==> config.mk <==
export PLATFORM = sky130hd
export DESIGN_NAME = ser_audio_tx
export DESIGN_NICKNAME = d
export VERILOG_FILES = /design/src/rtl/stx_pkg.sv /design/src/rtl/stx_edge_sync.sv /design/src/rtl/stx_frame_ctl.sv /design/src/rtl/stx_sample_buf.sv /design/src/rtl/stx_shifter.sv /design/src/rtl/ser_audio_tx.sv
export SDC_FILE = /design/constraint.sdc
export NUM_CORES = 1
export LEC_CHECK = 0
export ABC_AREA = 1
export CAP_MARGIN = 20
export CORE_MARGIN = 8
export CORE_UTILIZATION = 38
export CTS_CLUSTER_DIAMETER = 60
export DETAILED_ROUTE_END_ITERATION = 16
export DONT_BUFFER_PORTS = 1
export GPL_TIMING_DRIVEN = 1
export PLACE_DENSITY = 0.55
export SLEW_MARGIN = 20
export SYNTH_ARGS = -nofsm -noshare
export SYNTH_HDL_FRONTEND = slang
export SYNTH_SLANG_ARGS = --single-unit
==> constraint.sdc <==
create_clock -name clk -period 2 [get_ports clk]
set_clock_uncertainty 0.15 [all_clocks]
set_input_delay 0.3 -clock clk [delete_from_list [all_inputs] [get_ports clk]]
set_output_delay 0.3 -clock clk [all_outputs]
set_load 0.05 [all_outputs]
==> src/rtl/stx_pkg.sv <==
package stx_pkg;

   typedef enum logic [1:0] {
      FMT_EDGE    = 2'd0,
      FMT_EDGE_D1 = 2'd1,
      FMT_RALIGN  = 2'd2,
      FMT_WORDCLK = 2'd3
   } fmt_e;

   localparam int IDX_BCLK = 0;
   localparam int IDX_LR   = 1;
   localparam int IDX_WCLK = 2;
   localparam int N_EXT    = 3;

   // number of launch edges between the framing event and the MSB
   function automatic int fmt_delay(fmt_e f, int ralign_dly);
      case (f)
         FMT_EDGE_D1: return 1;
         FMT_RALIGN:  return ralign_dly;
         default:     return 0;
      endcase
   endfunction

endpackage

==> src/rtl/stx_edge_sync.sv <==
module stx_edge_sync #(
   parameter int STAGES = 2
) (
   input  logic clk,
   input  logic rst_n,
   input  logic async_in,
   output logic lvl,
   output logic prv
);
   generate
      if (STAGES < 2) begin : g_bad_stages
         $error("stx_edge_sync: STAGES must be at least 2");
      end
   endgenerate

   logic [STAGES:0] chain;

   always_ff @(posedge clk or negedge rst_n) begin
      if (!rst_n) chain <= '0;
      else        chain <= {chain[STAGES-1:0], async_in};
   end

   assign lvl = chain[STAGES-1];
   assign prv = chain[STAGES];
endmodule

==> src/rtl/stx_frame_ctl.sv <==
module stx_frame_ctl
   import stx_pkg::*;
(
   input  fmt_e             fmt,
   input  logic             pol,
   input  logic [N_EXT-1:0] lvl,
   input  logic [N_EXT-1:0] prv,
   output logic             launch_ev,
   output logic             frame_ev,
   output logic             frame_right
);
   logic [N_EXT-1:0] rise, fall;

   assign rise = lvl & ~prv;
   assign fall = ~lvl & prv;

   // receiver samples on rising edge when pol=0, so we launch on falling
   assign launch_ev   = pol ? rise[IDX_BCLK] : fall[IDX_BCLK];
   assign frame_ev    = (fmt == FMT_WORDCLK) ? rise[IDX_WCLK]
                                             : (rise[IDX_LR] | fall[IDX_LR]);
   assign frame_right = lvl[IDX_LR];
endmodule

==> src/rtl/stx_sample_buf.sv <==
module stx_sample_buf #(
   parameter int W = 24
) (
   input  logic         clk,
   input  logic         rst_n,
   input  logic         in_valid,
   output logic         in_ready,
   input  logic [W-1:0] in_left,
   input  logic [W-1:0] in_right,
   input  logic         take,
   output logic [W-1:0] cur_left,
   output logic [W-1:0] cur_right,
   output logic         underrun
);
   logic [W-1:0] hold_l, hold_r, act_l, act_r;
   logic         full, urun_q;

   assign in_ready  = ~full;
   assign cur_left  = (take && full) ? hold_l : act_l;
   assign cur_right = (take && full) ? hold_r : act_r;
   assign underrun  = urun_q;

   always_ff @(posedge clk or negedge rst_n) begin
      if (!rst_n) begin
         hold_l <= '0;
         hold_r <= '0;
         act_l  <= '0;
         act_r  <= '0;
         full   <= 1'b0;
         urun_q <= 1'b0;
      end else begin
         if (take) begin
            act_l  <= cur_left;
            act_r  <= cur_right;
            urun_q <= ~full;
            full   <= 1'b0;
         end
         if (in_valid && ~full) begin
            hold_l <= in_left;
            hold_r <= in_right;
            full   <= 1'b1;
         end
      end
   end
endmodule

==> src/rtl/stx_shifter.sv <==
module stx_shifter
   import stx_pkg::*;
#(
   parameter int W          = 24,
   parameter int RALIGN_DLY = 16
) (
   input  logic         clk,
   input  logic         rst_n,
   input  fmt_e         fmt,
   input  logic         frame_ev,
   input  logic         launch_ev,
   input  logic [W-1:0] word,
   input  logic         mute,
   output logic         sdata
);
   localparam int CMAX = (W > RALIGN_DLY) ? W : RALIGN_DLY;
   localparam int CW   = $clog2(CMAX + 1);

   logic [W-1:0]  sh_q, sh_n;
   logic [CW-1:0] skip_q, skip_n, left_q, left_n, dly;
   logic          sd_q, sd_n;

   assign dly = CW'(fmt_delay(fmt, RALIGN_DLY));

   always_comb begin
      sh_n   = sh_q;
      skip_n = skip_q;
      left_n = left_q;
      if (frame_ev) begin
         sh_n   = word;
         skip_n = dly;
         left_n = (dly == '0) ? CW'(W) : '0;
      end else if (launch_ev) begin
         if (skip_q != '0) begin
            skip_n = skip_q - 1'b1;
            if (skip_q == CW'(1)) left_n = CW'(W);
         end else if (left_q != '0) begin
            sh_n   = {sh_q[W-2:0], 1'b0};
            left_n = left_q - 1'b1;
         end
      end
      sd_n = ~mute && (left_n != '0) && sh_n[W-1];
   end

   always_ff @(posedge clk or negedge rst_n) begin
      if (!rst_n) begin
         sh_q   <= '0;
         skip_q <= '0;
         left_q <= '0;
         sd_q   <= 1'b0;
      end else begin
         sh_q   <= sh_n;
         skip_q <= skip_n;
         left_q <= left_n;
         sd_q   <= sd_n;
      end
   end

   assign sdata = sd_q;
endmodule

==> src/rtl/ser_audio_tx.sv <==
module ser_audio_tx
   import stx_pkg::*;
#(
   parameter int SMP_W       = 24,
   parameter int RALIGN_DLY  = 16,
   parameter int SYNC_STAGES = 2
) (
   input  logic             clk,
   input  logic             rst_n,
   input  logic             bclk_in,
   input  logic             lrclk_in,
   input  logic             wclk_in,
   input  logic [1:0]       fmt_sel,
   input  logic             bclk_pol,
   input  logic             mute,
   input  logic             smp_valid,
   output logic             smp_ready,
   input  logic [SMP_W-1:0] smp_left,
   input  logic [SMP_W-1:0] smp_right,
   output logic             sdata_out,
   output logic             underrun
);
   generate
      if (SMP_W < 4) begin : g_bad_width
         $error("ser_audio_tx: SMP_W must be at least 4");
      end
      if (RALIGN_DLY < 1) begin : g_bad_dly
         $error("ser_audio_tx: RALIGN_DLY must be at least 1");
      end
   endgenerate

   logic [N_EXT-1:0] ext_raw, ext_lvl, ext_prv;
   logic             launch_ev, frame_ev, frame_right;
   logic [SMP_W-1:0] cur_l, cur_r, word;
   fmt_e             fmt;

   assign fmt = fmt_e'(fmt_sel);

   always_comb begin
      ext_raw           = '0;
      ext_raw[IDX_BCLK] = bclk_in;
      ext_raw[IDX_LR]   = lrclk_in;
      ext_raw[IDX_WCLK] = wclk_in;
   end

   genvar gi;
   generate
      for (gi = 0; gi < N_EXT; gi++) begin : g_sync
         stx_edge_sync #(.STAGES(SYNC_STAGES)) i_sync (
            .clk     (clk),
            .rst_n   (rst_n),
            .async_in(ext_raw[gi]),
            .lvl     (ext_lvl[gi]),
            .prv     (ext_prv[gi])
         );
      end
   endgenerate

   stx_frame_ctl i_frame (
      .fmt        (fmt),
      .pol        (bclk_pol),
      .lvl        (ext_lvl),
      .prv        (ext_prv),
      .launch_ev  (launch_ev),
      .frame_ev   (frame_ev),
      .frame_right(frame_right)
   );

   stx_sample_buf #(.W(SMP_W)) i_buf (
      .clk      (clk),
      .rst_n    (rst_n),
      .in_valid (smp_valid),
      .in_ready (smp_ready),
      .in_left  (smp_left),
      .in_right (smp_right),
      .take     (frame_ev & ~frame_right),
      .cur_left (cur_l),
      .cur_right(cur_r),
      .underrun (underrun)
   );

   assign word = frame_right ? cur_r : cur_l;

   stx_shifter #(.W(SMP_W), .RALIGN_DLY(RALIGN_DLY)) i_shift (
      .clk      (clk),
      .rst_n    (rst_n),
      .fmt      (fmt),
      .frame_ev (frame_ev),
      .launch_ev(launch_ev),
      .word     (word),
      .mute     (mute),
      .sdata    (sdata_out)
   );
endmodule

# [After elaboration in Yosys (flattened, before gate mapping)]
# Index checks and enable logic that the tools add are counted.
# Widths: inputs -> output; s select.
[word_totals] reg_bits=142 inputBits=58
[op_classes] add_sub_neg=2 n_eq_ne=5 n_mux=21 bitwise_logic=9 reduce_logical=14
[ops] op="$mux 24" count=7
[ops] op="$mux 5" count=9
[ops] op="$reduce_bool 5->1" count=3
[ops] op="$pmux 5 s2" count=1
[ops] op="$sub 5x1->5 const B" count=2
[ops] op="$reduce_bool 2->1" count=4
[ops] op="$eq 5x1->1 const B" count=1
[ops] op="$logic_not 5->1" count=1
[ops] op="$eq 2x2->1 const B" count=2
[ops] op="$logic_and 1x1->1" count=4
[ops] op="$mux 1" count=4
[ops] op="$and 3x3->3" count=1
[ops] op="$not 1->1" count=3
[ops] op="$not 3->3" count=1
[ops] op="$reduce_and 3->1" count=1
[ops] op="$and 2x2->2" count=1
[ops] op="$eq 2x1->1 const B" count=1
[ops] op="$ne 2x2->1 const B" count=1
[ops] op="$not 2->2" count=1
[ops] op="$reduce_and 2->1" count=1
[ops] op="$and 1x1->1" count=1
[ops] op="$or 1x1->1" count=1

# [Depth between registers and ports, before layout]
# Gate-level depths: netlist (run 1).
[depth] ltp_word=10 ltp_mapped=13 ltp_nobuf=13

# [By module]
# Synthesis (run 1) repeated with hierarchy kept, for this count alone.
[hier_totals] hier_cells=801 hier_area_um2=6621.4
[modules_own_cells] module="stx_sample_buf" instances=1 cells_each=470 area_each_um2=3995.1 seq_area_each_um2=2452.4
[modules_own_cells] module="stx_shifter" instances=1 cells_each=228 area_each_um2=1969.4 seq_area_each_um2=875.8
[modules_own_cells] module="ser_audio_tx" instances=1 cells_each=80 area_each_um2=362.8 seq_area_each_um2=0.0
[modules_own_cells] module="stx_edge_sync" instances=3 cells_each=3 area_each_um2=75.1 seq_area_each_um2=75.1
[modules_own_cells] module="stx_frame_ctl" instances=1 cells_each=14 area_each_um2=68.8 seq_area_each_um2=0.0

# [Worst setup path before layout (run 1)]
# Ideal clock, no wire load.
[synth_timing] kind="register to register" start="register i_buf.full" end="register i_buf.hold_l[0]" arrival_time_ns=1.658 slack_ns=0.067 path_stages_with_launch=6 synth_period_minus_slack_ns=1.933 path_cell_list="dfrtp_1 > buf_2 > inv_1 > nand2_1 > buf_2 > mux2_2"
[synth_between] elab_chain_cells=2
[synth_lines] item="from (decl)" line="stx_sample_buf.sv:16" rtl="logic full, urun_q;"
[synth_lines] item="from (signal assigned)" line="stx_sample_buf.sv:29" rtl="full <= 1'b0;"
[synth_lines] item="from (signal assigned)" line="stx_sample_buf.sv:36" rtl="full <= 1'b0;"
[synth_lines] item="from (signal assigned)" line="stx_sample_buf.sv:41" rtl="full <= 1'b1;"
[synth_lines] item="$not 1->1"
[synth_lines] item="via smp_ready" line="ser_audio_tx.sv:17" rtl="output logic smp_ready,"
[synth_lines] item="$logic_and 1x1->1" line="stx_sample_buf.sv:38" rtl="if (in_valid && ~full) begin"
[synth_lines] item="to (signal assigned)" line="stx_sample_buf.sv:39" rtl="hold_l <= in_left;"
[synth_lines] item="to (decl)" line="stx_sample_buf.sv:15" rtl="logic [W-1:0] hold_l, hold_r, act_l, act_r;"
# The timed path passes the listed nets, and every way through them passes these cells.
# A chain may end at the register's enable or synchronous reset.

# [Final worst setup path (run 1)]
[layout_timing] start="register i_shift.left_q[1]" end="register i_shift.sd_q (netlist: i_shift.sdata)"
[layout_between] elab_chain_cells=8 word_cells_on_any_way=14 classes_between="add/sub: 1; mux: 9; reduce/logical: 4"
[layout_lines] item="from (decl)" line="stx_shifter.sv:20" rtl="logic [CW-1:0] skip_q, skip_n, left_q, left_n, dly;"
[layout_lines] item="from (signal assigned)" line="stx_shifter.sv:54" rtl="left_q <= left_n;"
[layout_lines] item="$sub 5x1->5 / $reduce_bool 5->1 (equally long branches)" line="stx_shifter.sv:39, stx_shifter.sv:37"
[layout_lines] item="$mux 5" line="stx_shifter.sv:37" rtl="end else if (left_q != '0) begin"
[layout_lines] item="$mux 5" line="stx_shifter.sv:34" rtl="if (skip_q != '0) begin"
[layout_lines] item="$mux 5" line="stx_shifter.sv:33" rtl="end else if (launch_ev) begin"
[layout_lines] item="$mux 5" line="stx_shifter.sv:29" rtl="if (frame_ev) begin"
[layout_lines] item="$reduce_bool 5->1" line="stx_shifter.sv:42" rtl="sd_n = ~mute && (left_n != '0) && sh_n[W-1];"
[layout_lines] item="$logic_and 1x1->1" line="stx_shifter.sv:42"
[layout_lines] item="$logic_and 1x1->1 *" line="stx_shifter.sv:42"
[layout_lines] item="via i_shift.sd_n" line="stx_shifter.sv:21" rtl="logic sd_q, sd_n;"
[layout_lines] item="to (signal assigned)" line="stx_shifter.sv:55" rtl="sd_q <= sd_n;"
[layout_lines] item="to (decl)" line="stx_shifter.sv:21"
# The timed path passes the listed nets; every way through them passes the cells marked *. The select of a mux whose other input is x is not followed.

==> flow_summary_export.csv, run 1 <==
group,metric,value,unit
drt,drt_iter0_markers,268,
global_route,grt_pass1_wl,22800,um
yosys,yosysUniqueCellTypes,36,
power_and_ir_drop,switching_share,29.6,%
worst_setup_path,cp-end-kind,"register",
timing,slew_violations,0,
yosys,ys_async_sr_fraction,100,%
layout,area_delta_synth_final,26.4,%
yosys,netlist_area,0.00618,mm^2
yosys,synth_top_area_share,57.5,%
yosys,synth_edf_count,0,
yosys,postSynthCellCount,639,
worst_setup_path,rr_worst_depth,12,
timing,post-route-period-util,94.6,%
yosys,synth.most_common_cell,"nand2_1",
clocking,cts_sinks,142,
place,place.gp.congestion,0.834,
die,start_util,38.9,%
run_status,outcome,"complete, but fails checks",
die,die_y,144,um
drt,drtAntennaViolNets,0,
worst_setup_path,worstPathArrival,2.06,ns
layout,final_area,0.00782,mm^2
clocking,numCtsBuffers,17,
clocking,cts_max_path_buffers,2,
yosys,synth_area_per_cell,9.68,um^2
power_and_ir_drop,power_density,1300,mW/mm^2
global_route,grt_pass1_vias,4658,
place,dp.cells,848,
die,die-area,0.0206,mm^2
timing,setup_viol,0,
power_and_ir_drop,p_seq_share,42.5,%
clocking,cts_tree,"done",
global_route,grt_usage,14.1,%
place,dpl_cell_area,0.00649,mm^2
layout,n_antenna_cell,0,
place,io_buffers,0,
timing,fmax,0.529,GHz
die,core,0.0159,mm^2
global_route,overflow,0,
worst_setup_path,setup.reg_to_reg.worst_slack,0.11,ns
job,cap_violations,0,
drt,finalWirelength,13600,um
layout,final_nets,773,
timing,fin_crit,1.89,ns
yosys,synth_seq_area_share,57.5,%
die,fp.dieW,144,um
drt,viasPerCell,4.72,
clocking,ctsRootBufferMaster,"clkbuf_16",
timing,finalSetupTns,0,ns
layout,drive_gt1_share,19.7,%
yosys,synthTopCellsByCount,"196 x nand2_1, 142 x dfrtp_1, 59 x inv_1, 41 x mux2_2, 35 x nand3_1",
worst_setup_path,worst_setup_path_start_kind,"register",
layout,nFillCells,1505,
drt,routed-via-count,4426,
power_and_ir_drop,power_switching,3010,uW
drt,route.detailed.drc,0,
worst_setup_path,timing.rr.end,"i_shift.sdata",
global_route,grt_start_max_net_pins,143,
timing,tightest_slew,0.497,ns
clocking,ctsHoldBuffers,53,
yosys,synth_seq_cells,142,
power_and_ir_drop,p_int,7150,uW
min_path,worstHoldPathType,"primary input to async pin",
die,io_pins,61,
clocking,h-tree-depth,4,
clocking,clock_latency,0.42,ns
yosys,yosysWarnings,0,
run_status,violations,"hold timing",
worst_setup_path,required,2.16,ns
yosys,synth_nets,704,
clocking,path_clk_slew,0.06,ns
global_route,antenna_found_initial,0,
worst_setup_path,r2r_start,"i_shift.left_q[1]",
place,dpl.hpwl,8920,um
yosys,synth_area_leaders,"dfrtp_1 57%, nand2_1 12%, mux2_2 7.5%",
die,rows,46,
power_and_ir_drop,comb_power_share,22.8,%
power_and_ir_drop,p_leak,0.00379,uW
power_and_ir_drop,power.share.clock,34.7,%
timing,max-slew-margin-rel,66.9,%
worst_setup_path,crit_type,"register to register",
worst_setup_path,cp_max_fo,13,
power_and_ir_drop,peakVddDrop,0.710,mV
yosys,synth_top_area_cell,"dfrtp_1",
drt,routedWlPerCell,14.6,um
layout,layoutNonFillerInstCount,937,
drt,drt_first_pass_iters,4,
timing,finalHoldViolations,142,
timing,holdWs,-0.567,ns
yosys,synth-main-ff-cell,"dfrtp_1",
## flip-flops by register name, summed over array words and instances (netlist names), 5 cells and up
signal	cells
g_sync.i_sync.chain	9
i_buf.act_l	24
i_buf.act_r	24
i_buf.hold_l	24
i_buf.hold_r	24
i_shift.left_q	5
i_shift.sh_q	24
i_shift.skip_q	5
## logic make-up after synthesis
| logic type | Yosys count | share of synthesized area, % |
|---|---|---|
| AO/OA/AOI/OAI | 66 | 6.09 |
| XOR/XNOR | 3 | 0.425 |
| AND/OR/NAND/NOR | 292 | 20.8 |
| buffers and inverters | 88 | 6.35 |
| adder cells (fa/ha/maj) | 7 | 1.42 |
| multiplexers | 41 | 7.47 |
| flip-flops | 142 | 57.5 |
## repair_timing
action	4_1_cts	5_1_grt
setup endpoints to repair	21	23
gates resized for setup	4	16
hold endpoints to repair	195	142
gates cloned	0	2
pin swaps	0	5
setup buffers	0	2
## placed cells by master (no fill, tap or decap), types with 5 or more instances in the layout
cell type / n
nor2_1: 18
buf_4: 15
or2_2: 6
inv_1: 58
dlygate4sd3_1: 53
a21oi_1: 8
mux2_2: 41
clkbuf_16: 19
nand3_1: 34
o21ai_1: 18
bufinv_16: 5
nand2_1: 192
ha_1: 5
clkinv_4: 5
o21a_1: 8
nand2_2: 24
o21ai_0: 20
o211ai_1: 8
dfrtp_1: 142
## worst max-delay path by stage
| stage | from | to | slack, ns | cells after the start |
|---|---|---|---|---|
| 6_report | i_shift.left_q[1] | i_shift.sdata | 0.11 | 12 |
| 5_1_grt | i_shift.left_q[1] | i_shift.sdata | -0.01 | 12 |
| 4_1_cts | i_shift.skip_q[0] | i_shift.sdata | 0.008 | 12 |
| 3_5_place_dp | i_shift.left_q[1] | i_shift.sh_q[1] | -0.05 | 10 |
| 3_3_place_gp | i_shift.skip_q[0] | i_shift.sh_q[11] | 0.04 | 10 |
| 2_1_floorplan | i_buf.full | i_buf.hold_l[0] | 0.07 | 5 |
## through the flow
stage	worst slack (ns)	util [%]	hold slack (ns)	total power (uW)
after floorplan	0.0671	-	-0.146	5860
after global placement	0.0363	40.9	-0.137	6330
after detailed placement	-0.0477	40.9	-0.137	6440
after CTS	0.00787	48.5	-0.592	10100
after global routing	-0.0120	49.2	-0.602	10800
final	0.108	49.2	-0.567	10200
## layer usage
metal / part of all wire (%) / GRT usage, % / vias to the layer above / wire (um)
met2: 48 / 22.5 / 85 / 6550
li1: - / - / 2182 / -
met4: 1.6 / 6.03 / 0 / 218
met1: 46 / 17.6 / 2143 / 6220
met5: 0 / 0 / - / 0
met3: 4.8 / 3.92 / 16 / 656
## power by group through the flow
stage / Clock [uW] / Sequential (uW) / Combinational (uW)
2_1_floorplan: 0 / 4200 / 1670
3_3_place_gp: 0 / 4330 / 2010
3_5_place_dp: 0 / 4360 / 2080
4_1_cts: 3620 / 4320 / 2200
5_1_grt: 3750 / 4430 / 2630
6_report: 3530 / 4320 / 2310
## critical path, cell delays in order (launching register included)
cell	delay, ns
dfrtp_1	0.39
inv_1	0.06
ha_2	0.17
nand2_2	0.08
nor2_4	0.16
nand2_4	0.09
nand2_4	0.11
buf_12	0.15
nand2_1	0.09
nand3_2	0.10
nand3_1	0.09
nor2_1	0.11
nor2_1	0.05
## cell type report
type / instances / area (um^2) / area share (%)
clock buffers: 18 / 439 / 5.62
clock inverters: 14 / 229 / 2.93
inverters: 62 / 240 / 3.07
multi-input cells: 409 / 2290 / 29.3
flip-flops and latches: 142 / 3550 / 45.5
well taps: 216 / 270 / 3.46
repair buffers: 76 / 796 / 10.2
Note: power is estimated with default switching activity, not from simulation.
==> inputs of run 2 (changes only) <==
- ABC_AREA: 1 -> 0
==> flow_summary_export.csv, run 2 <==
group,metric,value,unit
place,dpl_cell_area,0.00659,mm^2
worst_setup_path,r2r_start,"i_shift.skip_q[0]",
drt,finalWirelength,12900,um
worst_setup_path,cp_max_fo,7,
global_route,grt_start_max_net_pins,143,
timing,tightest_slew,0.554,ns
clocking,numCtsBuffers,17,
layout,mostFrequentLayoutCells,"142 x dfrtp_1, 117 x mux2_2, 55 x dlygate4sd3_1, 35 x nor2_1",
clocking,h-tree-depth,4,
worst_setup_path,max_stage_delay,0.40,ns
run_status,violations,"hold timing, setup timing",
global_route,antenna_found_initial,0,
yosys,synth-main-ff-cell,"dfrtp_1",
global_route,grt_usage,13.0,%
yosys,synth_area_per_cell,13.0,um^2
layout,area_delta_synth_final,30.5,%
timing,post-route-period-util,100,%
yosys,synth_edf_count,0,
die,rows,46,
yosys,yosysUniqueCellTypes,46,
power_and_ir_drop,peakVddDrop,0.702,mV
worst_setup_path,worstPathCellList,"inv_2 > ha_4 > nor4b_4 > o21ai_2 > or2_4 > buf_12 > buf_12 > o21ai_2 > a21oi_1",
worst_setup_path,cp_slowest_cell,"dfrtp_1",
worst_setup_path,crit_type,"register to register",
place,place.gp.congestion,0.798,
clocking,cts_tree,"done",
clocking,path_clk_slew,0.06,ns
layout,drive_gt1_share,41.3,%
worst_setup_path,worst_setup_path_start_kind,"register",
yosys,synth_seq_area_share,57.6,%
power_and_ir_drop,p_leak,0.00337,uW
layout,n_antenna_cell,0,
die,fp.dieW,143,um
power_and_ir_drop,power.total,10500,uW
layout,layout_commonest_cell,"dfrtp_1",
clocking,cts_sinks,142,
yosys,synth_seq_cells,142,
drt,routed-via-count,3883,
place,dp.cells,690,
place,io_buffers,0,
worst_setup_path,crit_family,"simple AND/OR/NAND/NOR gates",
layout,utilization,50.7,%
die,start_util,38.8,%
die,core,0.0159,mm^2
worst_setup_path,cp-end-kind,"register",
global_route,grt_pass1_vias,4071,
die,io_pins,61,
drt,drt_first_pass_iters,4,
yosys,synth_nets,540,
timing,setup_ws,-0.00812,ns
yosys,synth_area_leaders,"dfrtp_1 58%, mux2_2 21%, a22oi_1 2.8%",
yosys,postSynthCellCount,475,
timing,slew_violations,0,
timing,finalSetupTns,-0.0157,ns
yosys,synth_top_area_cell,"dfrtp_1",
timing,finalHoldViolations,142,
min_path,worstHoldPathType,"primary input to async pin",
timing,setup_viol,4,
timing,holdWs,-0.576,ns
layout,final_nets,622,
layout,nFillCells,1405,
drt,routedWlPerCell,16.4,um
job,cap_violations,0,
layout,layoutNonFillerInstCount,785,
timing,max-slew-margin-rel,63.0,%
worst_setup_path,timing.critical_path.buf_inv,3,
yosys,ys_async_sr_fraction,100,%
yosys,synth_top_area_share,57.6,%
layout,final_area,0.00805,mm^2
worst_setup_path,worstPathArrival,2.16,ns
clocking,cts_max_path_buffers,2,
yosys,netlist_area,0.00616,mm^2
global_route,grt_pass1_wl,20700,um
drt,drt_iter0_markers,216,
die,die_y,143,um
drt,drtAntennaViolNets,0,
global_route,overflow,0,
place,dpl.hpwl,8110,um
clocking,ctsRootBufferMaster,"clkbuf_16",
run_status,outcome,"complete, but fails checks",
timing,fmax,0.498,GHz
timing,grt_setup_unrepaired,"true",
clocking,ctsHoldBuffers,55,
yosys,synth.most_common_cell,"dfrtp_1",
timing,fin_crit,2.01,ns
power_and_ir_drop,power_density,1310,mW/mm^2
die,die-area,0.0206,mm^2
worst_setup_path,required,2.15,ns
worst_setup_path,critPathLaunch,"i_shift.skip_q[0]",
yosys,synthTopCellsByCount,"142 x dfrtp_1, 117 x mux2_2, 38 x nor2_1, 26 x o21ai_0, 25 x a21oi_1",
drt,viasPerCell,4.95,
clocking,clock_latency,0.42,ns
drt,route.detailed.drc,0,
yosys,yosysWarnings,0,
-- run 2: cell count changes after synthesis, sizes merged, moves of 3 or more --
cell	before	now
a21oi	8	27
a22oi	0	23
inv	62	10
mux2	41	119
nand2	219	10
nand3	38	5
nor2	21	38
nor3	1	6
o211ai	8	1
o21a	8	2
o21ai	38	30
or2	6	3
-- run 2: area by class of cell --
cell class | instances | area, um^2 | share of cell area (%)
Sequential cell | 142 | 3550 | 44.2
Multi-Input combinational cell | 296 | 2630 | 32.7
Timing Repair Buffer | 90 | 956 | 11.9
Clock buffer | 20 | 457 | 5.68
Tap cell | 216 | 270 | 3.36
Clock inverter | 11 | 141 | 1.76
Inverter | 10 | 37.5 | 0.466
-- run 2: final timing paths --
kind | to | slack, ns | cells past startpoint
max reg2reg | i_shift.sh_q[17] | -0.008 | 9
min in group clk | i_shift.skip_q[0] | 0.05 | 4
max in group asynchronous | i_shift.sdata | 2.08 | 0
min reg2reg | g_sync[1].i_sync.chain[1] | 0.20 | 0
max | i_shift.sh_q[17] | -0.008 | 9
min | i_buf.hold_l[10] | -0.58 | 0
-- run 2: per-layer routing --
metal	track usage, %	vias up	routed length, um
met1	16.4	1968	5930
met2	20.4	52	6310
li1	-	1847	-
met4	6.47	0	251
met3	3.38	16	393
met5	0	-	0
-- run 2: worst register-to-register path, stage by stage, from the launching register on --
cell     delay, ns
dfrtp_1       0.40
inv_2         0.08
ha_4          0.13
nor4b_4       0.22
o21ai_2       0.12
or2_4         0.28
buf_12        0.16
buf_12        0.15
o21ai_2       0.13
a21oi_1       0.08
-- run 2: power by group --
part	internal, uW	leakage, uW	switching [uW]
Clock	2010	0.000288	1180
Combinational	1600	0.00139	1090
Sequential	3930	0.00169	701
-- run 2: what timing repair did --
item	in CTS	in global routing
buffers inserted	4	2
hold endpoints to repair	198	142
pin swaps	3	23
gates resized for setup	35	31
cloned	0	3
endpoints found under the setup margin	24	27
-- run 2: through the flow --
step	worst slack [ns]	hold WS, ns
final	-0.00812	-0.576
after global routing	-0.104	-0.594
after CTS	-0.0436	-0.601
after detailed placement	-0.132	-0.140
after global placement	-0.0418	-0.140
after floorplan	-0.0706	-0.146
-- run 2: kinds of logic (layout without fill, tap and decap cells) --
group	count (synthesis)	in the layout	share of synthesized area (%)
flops	142	142	57.6
mux	120	120	21.9
compound gates	89	89	9.01
simple gates	74	75	5.97
buf+inv	38	131	3.35
fa+ha+maj	7	7	1.42
xor+xnor	5	5	0.711
